===== src/rtl/sq_pkg.sv =====
package sq_pkg;
  typedef enum logic [1:0] {
    ERR_NONE = 2'd0,
    ERR_ADDR = 2'd1,
    ERR_MISS = 2'd2,
    ERR_PROT = 2'd3
  } sq_err_e;

  localparam logic [1:0] SZ_LONG = 2'b10;
endpackage


===== src/rtl/sq_access_chk.sv =====
module sq_access_chk
  import sq_pkg::*;
(
  input  logic       align_ok_i,
  input  logic       user_i,
  input  logic       priv_only_i,
  input  logic       miss_i,
  input  logic       prot_i,
  output logic [1:0] err_o
);
  sq_err_e err;

  // address error wins over translation results
  always_comb begin
    if (!align_ok_i || (user_i && priv_only_i)) err = ERR_ADDR;
    else if (miss_i)                             err = ERR_MISS;
    else if (prot_i)                             err = ERR_PROT;
    else                                         err = ERR_NONE;
  end

  assign err_o = err;
endmodule


===== src/rtl/sq_store.sv =====
module sq_store #(
  parameter int NQ    = 2,
  parameter int SLOTS = 8,
  parameter int DW    = 32,
  parameter int QW    = 1,
  parameter int SW    = 3
) (
  input  logic          clk_i,
  input  logic          rst_ni,
  input  logic          we_i,
  input  logic [QW-1:0] wq_i,
  input  logic [SW-1:0] ws_i,
  input  logic [DW-1:0] wd_i,
  input  logic [QW-1:0] rq_i,
  input  logic [SW-1:0] rs_i,
  output logic [DW-1:0] rd_o,
  input  logic [QW-1:0] fq_i,
  input  logic [SW-1:0] fs_i,
  output logic [DW-1:0] fd_o
);
  logic [NQ*SLOTS-1:0][DW-1:0] words;

  for (genvar q = 0; q < NQ; q++) begin : g_q
    for (genvar s = 0; s < SLOTS; s++) begin : g_s
      logic [DW-1:0] word_q;
      logic          hit;
      assign hit = we_i && (wq_i == QW'(q)) && (ws_i == SW'(s));
      always_ff @(posedge clk_i or negedge rst_ni) begin
        if (!rst_ni)  word_q <= '0;
        else if (hit) word_q <= wd_i;
      end
      assign words[q*SLOTS+s] = word_q;
    end
  end

  assign rd_o = words[{rq_i, rs_i}];
  assign fd_o = words[{fq_i, fs_i}];
endmodule


===== src/rtl/sq_flush_ctl.sv =====
module sq_flush_ctl #(
  parameter int AW = 32,
  parameter int QW = 1,
  parameter int SW = 3,
  parameter int BL = 5
) (
  input  logic          clk_i,
  input  logic          rst_ni,
  input  logic          cmd_valid_i,
  input  logic [QW-1:0] cmd_q_i,
  input  logic [AW-BL-1:0] cmd_hi_i,
  input  logic [1:0]    cmd_err_i,
  input  logic          flt_i,
  input  logic [1:0]    flt_code_i,
  input  logic          mem_ready_i,
  output logic          busy_o,
  output logic [QW-1:0] q_o,
  output logic [SW-1:0] slot_o,
  output logic          mem_valid_o,
  output logic [AW-1:0] mem_addr_o,
  output logic          done_o,
  output logic          abort_o,
  output logic [1:0]    err_o
);
  logic             busy_q;
  logic [QW-1:0]    q_q;
  logic [AW-BL-1:0] hi_q;
  logic [SW-1:0]    beat_q;
  logic             done_q, abort_q;
  logic [1:0]       err_q;
  logic             cmd_take, last;

  assign cmd_take = cmd_valid_i && !busy_q;
  assign last     = (beat_q == SW'((1 << SW) - 1));

  always_ff @(posedge clk_i or negedge rst_ni) begin
    if (!rst_ni) begin
      busy_q  <= 1'b0;
      q_q     <= '0;
      hi_q    <= '0;
      beat_q  <= '0;
      done_q  <= 1'b0;
      abort_q <= 1'b0;
      err_q   <= '0;
    end else begin
      done_q  <= 1'b0;
      abort_q <= 1'b0;
      err_q   <= '0;
      if (cmd_take) begin
        if (cmd_err_i != 2'd0) begin
          abort_q <= 1'b1;
          err_q   <= cmd_err_i;
        end else begin
          busy_q <= 1'b1;
          q_q    <= cmd_q_i;
          hi_q   <= cmd_hi_i;
          beat_q <= '0;
        end
      end else if (busy_q) begin
        if (flt_i) begin
          busy_q  <= 1'b0;
          abort_q <= 1'b1;
          err_q   <= flt_code_i;
        end else if (mem_ready_i) begin
          if (last) begin
            busy_q <= 1'b0;
            done_q <= 1'b1;
          end else begin
            beat_q <= beat_q + 1'b1;
          end
        end
      end
    end
  end

  // a fault in the current cycle suppresses the beat handshake
  assign mem_valid_o = busy_q && !flt_i;
  assign mem_addr_o  = {hi_q, beat_q, 2'b00};
  assign busy_o      = busy_q;
  assign q_o         = q_q;
  assign slot_o      = beat_q;
  assign done_o      = done_q;
  assign abort_o     = abort_q;
  assign err_o       = err_q;
endmodule


===== src/rtl/dual_store_queue.sv =====
module dual_store_queue
  import sq_pkg::*;
#(
  parameter int AW    = 32,
  parameter int DW    = 32,
  parameter int NQ    = 2,
  parameter int SLOTS = 8,
  parameter logic [AW-1:0] RD_BASE = 'hFFF0_0400
) (
  input  logic          clk_i,
  input  logic          rst_ni,
  input  logic          priv_only_i,
  input  logic          wr_valid_i,
  input  logic [AW-1:0] wr_addr_i,
  input  logic [DW-1:0] wr_data_i,
  input  logic          wr_user_i,
  input  logic          wr_miss_i,
  input  logic          wr_prot_i,
  output logic          wr_ack_o,
  output logic [1:0]    wr_err_o,
  input  logic          rd_valid_i,
  input  logic [AW-1:0] rd_addr_i,
  input  logic [1:0]    rd_size_i,
  input  logic          rd_user_i,
  output logic          rd_ok_o,
  output logic          rd_err_o,
  output logic [DW-1:0] rd_data_o,
  input  logic          flush_valid_i,
  input  logic [AW-1:0] flush_addr_i,
  input  logic          flush_user_i,
  input  logic          flush_miss_i,
  input  logic          flush_prot_i,
  output logic          flush_busy_o,
  output logic          flush_done_o,
  output logic          flush_abort_o,
  output logic [1:0]    flush_err_o,
  output logic          mem_valid_o,
  input  logic          mem_ready_i,
  output logic [AW-1:0] mem_addr_o,
  output logic [DW-1:0] mem_data_o
);
  localparam int QW      = (NQ > 1) ? $clog2(NQ) : 1;
  localparam int SW      = $clog2(SLOTS);
  localparam int BL      = SW + 2;    // burst alignment bits
  localparam int WL      = BL + QW;   // readback window bits

  // write path
  logic [QW-1:0] wr_q;
  logic [SW-1:0] wr_s;
  logic [1:0]    wr_code;
  logic          wr_blocked, wr_en;
  logic          wr_ack_q;
  logic [1:0]    wr_err_q;

  // read path
  logic [QW-1:0] rd_q;
  logic [SW-1:0] rd_s;
  logic          rd_in_win, rd_shape_ok;
  logic [1:0]    rd_code;
  logic          rd_take;
  logic [DW-1:0] rd_word;
  logic          rd_ok_q, rd_err_q;
  logic [DW-1:0] rd_data_q;

  // flush path
  logic [QW-1:0] fl_cmd_q;
  logic [1:0]    fl_cmd_code;
  logic          fl_flt;
  logic [1:0]    fl_flt_code;
  logic          fl_busy;
  logic [QW-1:0] fl_q;
  logic [SW-1:0] fl_slot;

  assign wr_q = wr_addr_i[BL +: QW];
  assign wr_s = wr_addr_i[2 +: SW];

  sq_access_chk u_wr_chk (
    .align_ok_i  (wr_addr_i[1:0] == 2'b00),
    .user_i      (wr_user_i),
    .priv_only_i (priv_only_i),
    .miss_i      (wr_miss_i),
    .prot_i      (wr_prot_i),
    .err_o       (wr_code)
  );

  assign wr_blocked = fl_busy && (wr_q == fl_q);
  assign wr_en      = wr_valid_i && (wr_code == ERR_NONE) && !wr_blocked;

  always_ff @(posedge clk_i or negedge rst_ni) begin
    if (!rst_ni) begin
      wr_ack_q <= 1'b0;
      wr_err_q <= '0;
    end else begin
      wr_ack_q <= wr_en;
      wr_err_q <= wr_valid_i ? wr_code : 2'd0;
    end
  end

  assign rd_q        = rd_addr_i[BL +: QW];
  assign rd_s        = rd_addr_i[2 +: SW];
  assign rd_in_win   = (rd_addr_i[AW-1:WL] == RD_BASE[AW-1:WL]);
  assign rd_shape_ok = rd_in_win && (rd_addr_i[1:0] == 2'b00) && (rd_size_i == SZ_LONG);

  sq_access_chk u_rd_chk (
    .align_ok_i  (rd_shape_ok),
    .user_i      (rd_user_i),
    .priv_only_i (priv_only_i),
    .miss_i      (1'b0),
    .prot_i      (1'b0),
    .err_o       (rd_code)
  );

  assign rd_take = rd_valid_i && (rd_code == ERR_NONE);

  always_ff @(posedge clk_i or negedge rst_ni) begin
    if (!rst_ni) begin
      rd_ok_q   <= 1'b0;
      rd_err_q  <= 1'b0;
      rd_data_q <= '0;
    end else begin
      rd_ok_q  <= rd_take;
      rd_err_q <= rd_valid_i && (rd_code != ERR_NONE);
      if (rd_take) rd_data_q <= rd_word;
    end
  end

  assign fl_cmd_q = flush_addr_i[BL +: QW];

  sq_access_chk u_fl_chk (
    .align_ok_i  (1'b1),
    .user_i      (flush_user_i),
    .priv_only_i (priv_only_i),
    .miss_i      (flush_miss_i),
    .prot_i      (flush_prot_i),
    .err_o       (fl_cmd_code)
  );

  assign fl_flt      = flush_miss_i || flush_prot_i;
  assign fl_flt_code = flush_miss_i ? ERR_MISS : ERR_PROT;

  sq_flush_ctl #(
    .AW (AW),
    .QW (QW),
    .SW (SW),
    .BL (BL)
  ) u_ctl (
    .clk_i       (clk_i),
    .rst_ni      (rst_ni),
    .cmd_valid_i (flush_valid_i),
    .cmd_q_i     (fl_cmd_q),
    .cmd_hi_i    (flush_addr_i[AW-1:BL]),
    .cmd_err_i   (fl_cmd_code),
    .flt_i       (fl_flt),
    .flt_code_i  (fl_flt_code),
    .mem_ready_i (mem_ready_i),
    .busy_o      (fl_busy),
    .q_o         (fl_q),
    .slot_o      (fl_slot),
    .mem_valid_o (mem_valid_o),
    .mem_addr_o  (mem_addr_o),
    .done_o      (flush_done_o),
    .abort_o     (flush_abort_o),
    .err_o       (flush_err_o)
  );

  sq_store #(
    .NQ    (NQ),
    .SLOTS (SLOTS),
    .DW    (DW),
    .QW    (QW),
    .SW    (SW)
  ) u_store (
    .clk_i  (clk_i),
    .rst_ni (rst_ni),
    .we_i   (wr_en),
    .wq_i   (wr_q),
    .ws_i   (wr_s),
    .wd_i   (wr_data_i),
    .rq_i   (rd_q),
    .rs_i   (rd_s),
    .rd_o   (rd_word),
    .fq_i   (fl_q),
    .fs_i   (fl_slot),
    .fd_o   (mem_data_o)
  );

  assign wr_ack_o     = wr_ack_q;
  assign wr_err_o     = wr_err_q;
  assign rd_ok_o      = rd_ok_q;
  assign rd_err_o     = rd_err_q;
  assign rd_data_o    = rd_data_q;
  assign flush_busy_o = fl_busy;
endmodule


===== config.mk =====
export PLATFORM = sky130hd
export DESIGN_NAME = dual_store_queue
export DESIGN_NICKNAME = d
export VERILOG_FILES = /design/src/rtl/sq_pkg.sv /design/src/rtl/sq_access_chk.sv /design/src/rtl/sq_store.sv /design/src/rtl/sq_flush_ctl.sv /design/src/rtl/dual_store_queue.sv
export SDC_FILE = /design/constraint.sdc
export NUM_CORES = 1
export LEC_CHECK = 0
export BUFFER_PORTS_ARGS = -buffer_cell sky130_fd_sc_hd__buf_2
export CORE_MARGIN = 4
export CORE_UTILIZATION = 62
export CTS_BUF_LIST = sky130_fd_sc_hd__clkbuf_4
export CTS_CLUSTER_DIAMETER = 80
export DETAILED_ROUTE_END_ITERATION = 8
export GPL_TIMING_DRIVEN = 0
export PLACE_DENSITY = 0.82
export SETUP_SLACK_MARGIN = 0.2
export SYNTH_ARGS = -nofsm -noshare
export SYNTH_HDL_FRONTEND = slang
export SYNTH_HIERARCHICAL = 1
export SYNTH_SLANG_ARGS = --single-unit

===== constraint.sdc =====
create_clock -name clk_i -period 2.35 [get_ports clk_i]
set_input_delay 0.235 -clock clk_i [delete_from_list [all_inputs] [get_ports clk_i]]
set_output_delay 0.235 -clock clk_i [all_outputs]
set_load 0.01 [all_outputs]

==> key figures <==
Outcome
  – Violated checks: capacitance limit, setup timing
  – Status: complete, but fails checks

Placed design
  – HPWL after DPL: 57300 um
  – RePlAce Congestion: 0.872
  – Count of input and output buffers: 215
  – Placed Cells: 2709

Timing
  – Max-slew headroom: 0.502%
  – Peak Freq: 297 MHz
  – Slew Viols, Final: 0
  – Min cycle time layout: 3370 ps
  – Fin crit share: 143%
  – Final Hold Fails: 0
  – Final setup margin: -1020 ps
  – RSZ-0062 raised after global routing: true
  – Final setup fails: 492
  – Worst slew pin tran: 1490 ps
  – Skew final: 77.2 ps

Routing
  – Drt first-iter violations: 3576
  – Drt pass-1 iters: 7
  – # DRC: 0
  – Number of nets with antenna violations after routing: 0
  – Post-Route WL: 110000 um
  – Vias per cell: 7.28
  – Average wire per standard cell: 34.5 um
  – Vias: 23100

Setup path
  – Worst EP required: 2120 ps
  – CP most frequent cell: buf_6
  – CP Capture Type: output pin
  – R2r startpoint: u_ctl/q_o$_DFFE_PN0P_
  – Max incr delay on CP: 620 ps
  – Critical Path, Cell by Cell: buf_6, clkbuf_16, buf_16, mux4_2, a22oi_2, nand2_2, buf_6
  – WP buf/inv: 4
  – CP Launch Point: u_ctl/slot_o[0]$_DFFE_PN0P_
  – Startpoint Class: flip-flop
  – CP arrival: 3130 ps
  – CP Max Fanout: 8
  – CP max stage cell: mux4_2
  – Cell family with most CP delay: buffers and inverters
  – Crit path kind: reg2out

CTS
  – Clk sinks: 585
  – H-tree depth: 4
  – Root Buffer: clkbuf_4
  – Num CTS Buffers: 155
  – Clk_lat worst skew: 1060 ps
  – Clk slew on worst S/H paths: 70 ps
  – Maximum clock path buffer count: 3
  – TritonCTS clock tree: done

Floorplan
  – Die footprint: 51200 um2
  – Height of the die: 226 um
  – Die width: 226 um
  – Row count: 79
  – Core Area: 46800 um2
  – Starting Density: 63.1%
  – I/O Pins: 251

Global route
  – GR Overflow Total: 0
  – Antenna violations before repair: 5
  – First-pass GRT wire length: 153000 um
  – Largest net degree at the start of global routing: 125
  – Vias in the first global route: 24300
  – Gr usage total: 41.5%

Job
  – Max Cap Viol: 1

Synthesis
  – Synth Area in Compound Gates: 3.67%
  – Flip-flop and latch count after synthesis: 585
  – Number of synthesis warnings: 6
  – Post-synthesis sequential area ratio: 49.6%
  – Mux contribution to synthesized area: 41.6%
  – Distinct cells, synth: 42
  – Synthesized cell area: 29500 um2
  – Post-Synth XOR/XNOR Area: 0.0297%
  – Post-synthesis simple-gate area fraction: 2.08%
  – Gate Count Post-Synth: 1877
  – Synth Area in Adders: 0.0848%
  – Largest family of logic cells by synthesized area: multiplexers
  – Synth Area per Inst: 15.7 um2

Finish
  – Finished Layout Cells: 3173
  – Area grow syn2layout: 27.4%
  – Layout cells sized above 1: 60.6%
  – Fill count: 2239
  – Finished Core Util: 80.4%
  – Nets: 2603

Worst hold path
  – Worst hold path class: in2reg
  – Hold path start: wr_data_i[7]

Power
  – Worst vdd ir: 0.456 mV
  – Leakage power: 17.7 nW
  – PwrDens: 791 nW/um2
## kinds of logic (layout without fill, tap and decap cells)
logic type,after synthesis,after routing
AO/OA/AOI/OAI,144,144
XOR/XNOR,1,1
adder cells (fa/ha/maj),2,2
buffers and inverters,186,864
flip-flops,585,585
multiplexers,831,831
other,3,14
AND/OR/NAND/NOR,125,125
## cell type report
| type | instances | area, um2 | area share [%] |
|---|---|---|---|
| clock buffers | 228 | 1710 | 4.55 |
| plain buffers | 180 | 1880 | 4.99 |
| inverters | 5 | 18.8 | 0.0499 |
| well taps | 607 | 759 | 2.02 |
| diodes | 6 | 15.0 | 0.0399 |
| clock inverters | 32 | 156 | 0.416 |
| flip-flops and latches | 585 | 14600 | 39.0 |
| repair buffers | 419 | 3690 | 9.81 |
| multi-input cells | 1111 | 14700 | 39.2 |
## report_power, final
| part | switching, mW | internal (mW) | total (mW) |
|---|---|---|---|
| clock | 4.53 | 4.52 | 9.05 |
| combinational | 4.55 | 4.32 | 8.87 |
| sequential | 0.813 | 11.0 | 11.8 |
## worst reg2reg max path: stages, from the launching register on
cell       delay (ps)
dfrtp_2           460
buf_6             130
buf_6             120
xnor2_4           140
a21oi_4           160
buf_12            160
buf_12            120
nand2b_4           70
or4_4             450
clkbuf_16         210
buf_12            150
buf_16            130
mux2_2            260
## registers in the layout, summed over array words and instances (netlist names)
| register | cells |
|---|---|
| u_ctl/q_o | 1 |
| u_ctl/done_o | 1 |
| rd_ok_o | 1 |
| rd_data_o | 32 |
| rd_err_o | 1 |
| u_store/g_q.g_s.word_q | 512 |
| u_ctl/hi_q | 27 |
| wr_err_o | 2 |
| u_ctl/abort_o | 1 |
| u_ctl/err_o | 2 |
| wr_ack_o | 1 |
| u_ctl/busy_o | 1 |
| u_ctl/slot_o | 3 |
## synth_stat cells, drive strengths merged
cell type	n	area, um2
nor4	4	31.3
o21a	4	30.0
mux4	256	5770
nand3	2	10.0
nor4bb	2	20.0
nand2	70	263
nand2b	3	18.8
conb	3	11.3
and3	1	6.26
a21boi	3	33.8
xnor2	1	8.76
nor3b	1	18.8
a21oi	1	5.00
buf	90	500
dfrtp	585	14600
nor4b	1	23.8
mux2	575	6510
o21ai	4	20.0
nor3	6	30.0
or2	1	6.26
clkbuf	91	342
and2b	1	7.51
inv	5	18.8
or3	2	12.5
nor2	13	48.8
a22oi	128	961
a32o	2	20.0
and2	4	25.0
ha	2	25.0
a21o	1	7.51
a31oi	1	6.26
nor2b	7	43.8
nand3b	2	15.0
nand4	4	25.0
or4	1	7.51
## metrics by stage
| stage | worst slack, ps | setup TNS, ps | area (um2) | hold slack (ps) | total power, mW |
|---|---|---|---|---|---|
| floorplan | 198 | 0 | 29500 | -60.6 | 15.9 |
| CTS | -934 | -30340 | 37000 | 20.6 | 28.6 |
| detailed placement | -891 | -330800 | 31500 | 167 | 18.5 |
| finish | -1020 | -87250 | 37600 | 86.1 | 29.7 |
| global route | -1090 | -81410 | 37600 | 55.2 | 30.6 |
| global placement | -10600 | -6452500 | 31400 | 458 | 18.2 |
## path summary, 6_finish.rpt
kind / to / slack (ps) / cells past startpoint
max: mem_data_o[16] / -1020 / 7
min: u_store/g_q[0].g_s[6].word_q[7]$_DFFE_PN0P_ / 90 / 3
max reg2reg: u_store/g_q[0].g_s[0].word_q[18]$_DFFE_PN0P_ / -350 / 12
min reg2reg: rd_data_o[17]$_DFFE_PN0P_ / 490 / 1
max in group asynchronous: u_store/g_q[1].g_s[5].word_q[25]$_DFFE_PN0P_ / 770 / 5
min in group asynchronous: u_ctl/hi_q[16]$_DFFE_PN0P_ / 400 / 4
## metal layers
layer | GRT usage, % | vias up | wire length [um]
met2 | 63.7 | 2188 | 50600
met5 | 0 | - | 9
met1 | 49.2 | 11700 | 35000
met3 | 15.8 | 710 | 14900
li1 | - | 8499 | -
met4 | 27.3 | 2 | 9080
## placed cells by master (no fill, tap or decap), types with 7 or more instances in the layout
| cell type | netlist | routed |
|---|---|---|
| a22oi_1 | 128 | 94 |
| mux2_4 | 8 | 89 |
| buf_16 | 0 | 28 |
| clkbuf_8 | 0 | 11 |
| dfrtp_1 | 585 | 583 |
| buf_6 | 4 | 38 |
| clkbuf_1 | 91 | 63 |
| mux4_2 | 256 | 256 |
| nand2_1 | 70 | 66 |
| clkinv_1 | 0 | 21 |
| dlygate4sd3_1 | 0 | 115 |
| clkbuf_4 | 0 | 233 |
| conb_1 | 3 | 8 |
| buf_2 | 75 | 229 |
| mux2_2 | 557 | 480 |
| buf_12 | 1 | 54 |
| buf_4 | 6 | 33 |
| buf_8 | 0 | 10 |
| nor2b_1 | 7 | 7 |
| a22oi_2 | 0 | 34 |
## what timing repair did
action                                  CTS  global route
gates cloned                             19             2
gates resized for setup                 397           109
hold buffers                            115             3
pin swaps                                49            20
buffers inserted                         45            17
hold endpoints to repair                823             4
endpoints found under the setup margin  541           546
(Power assumes the default switching activity.)
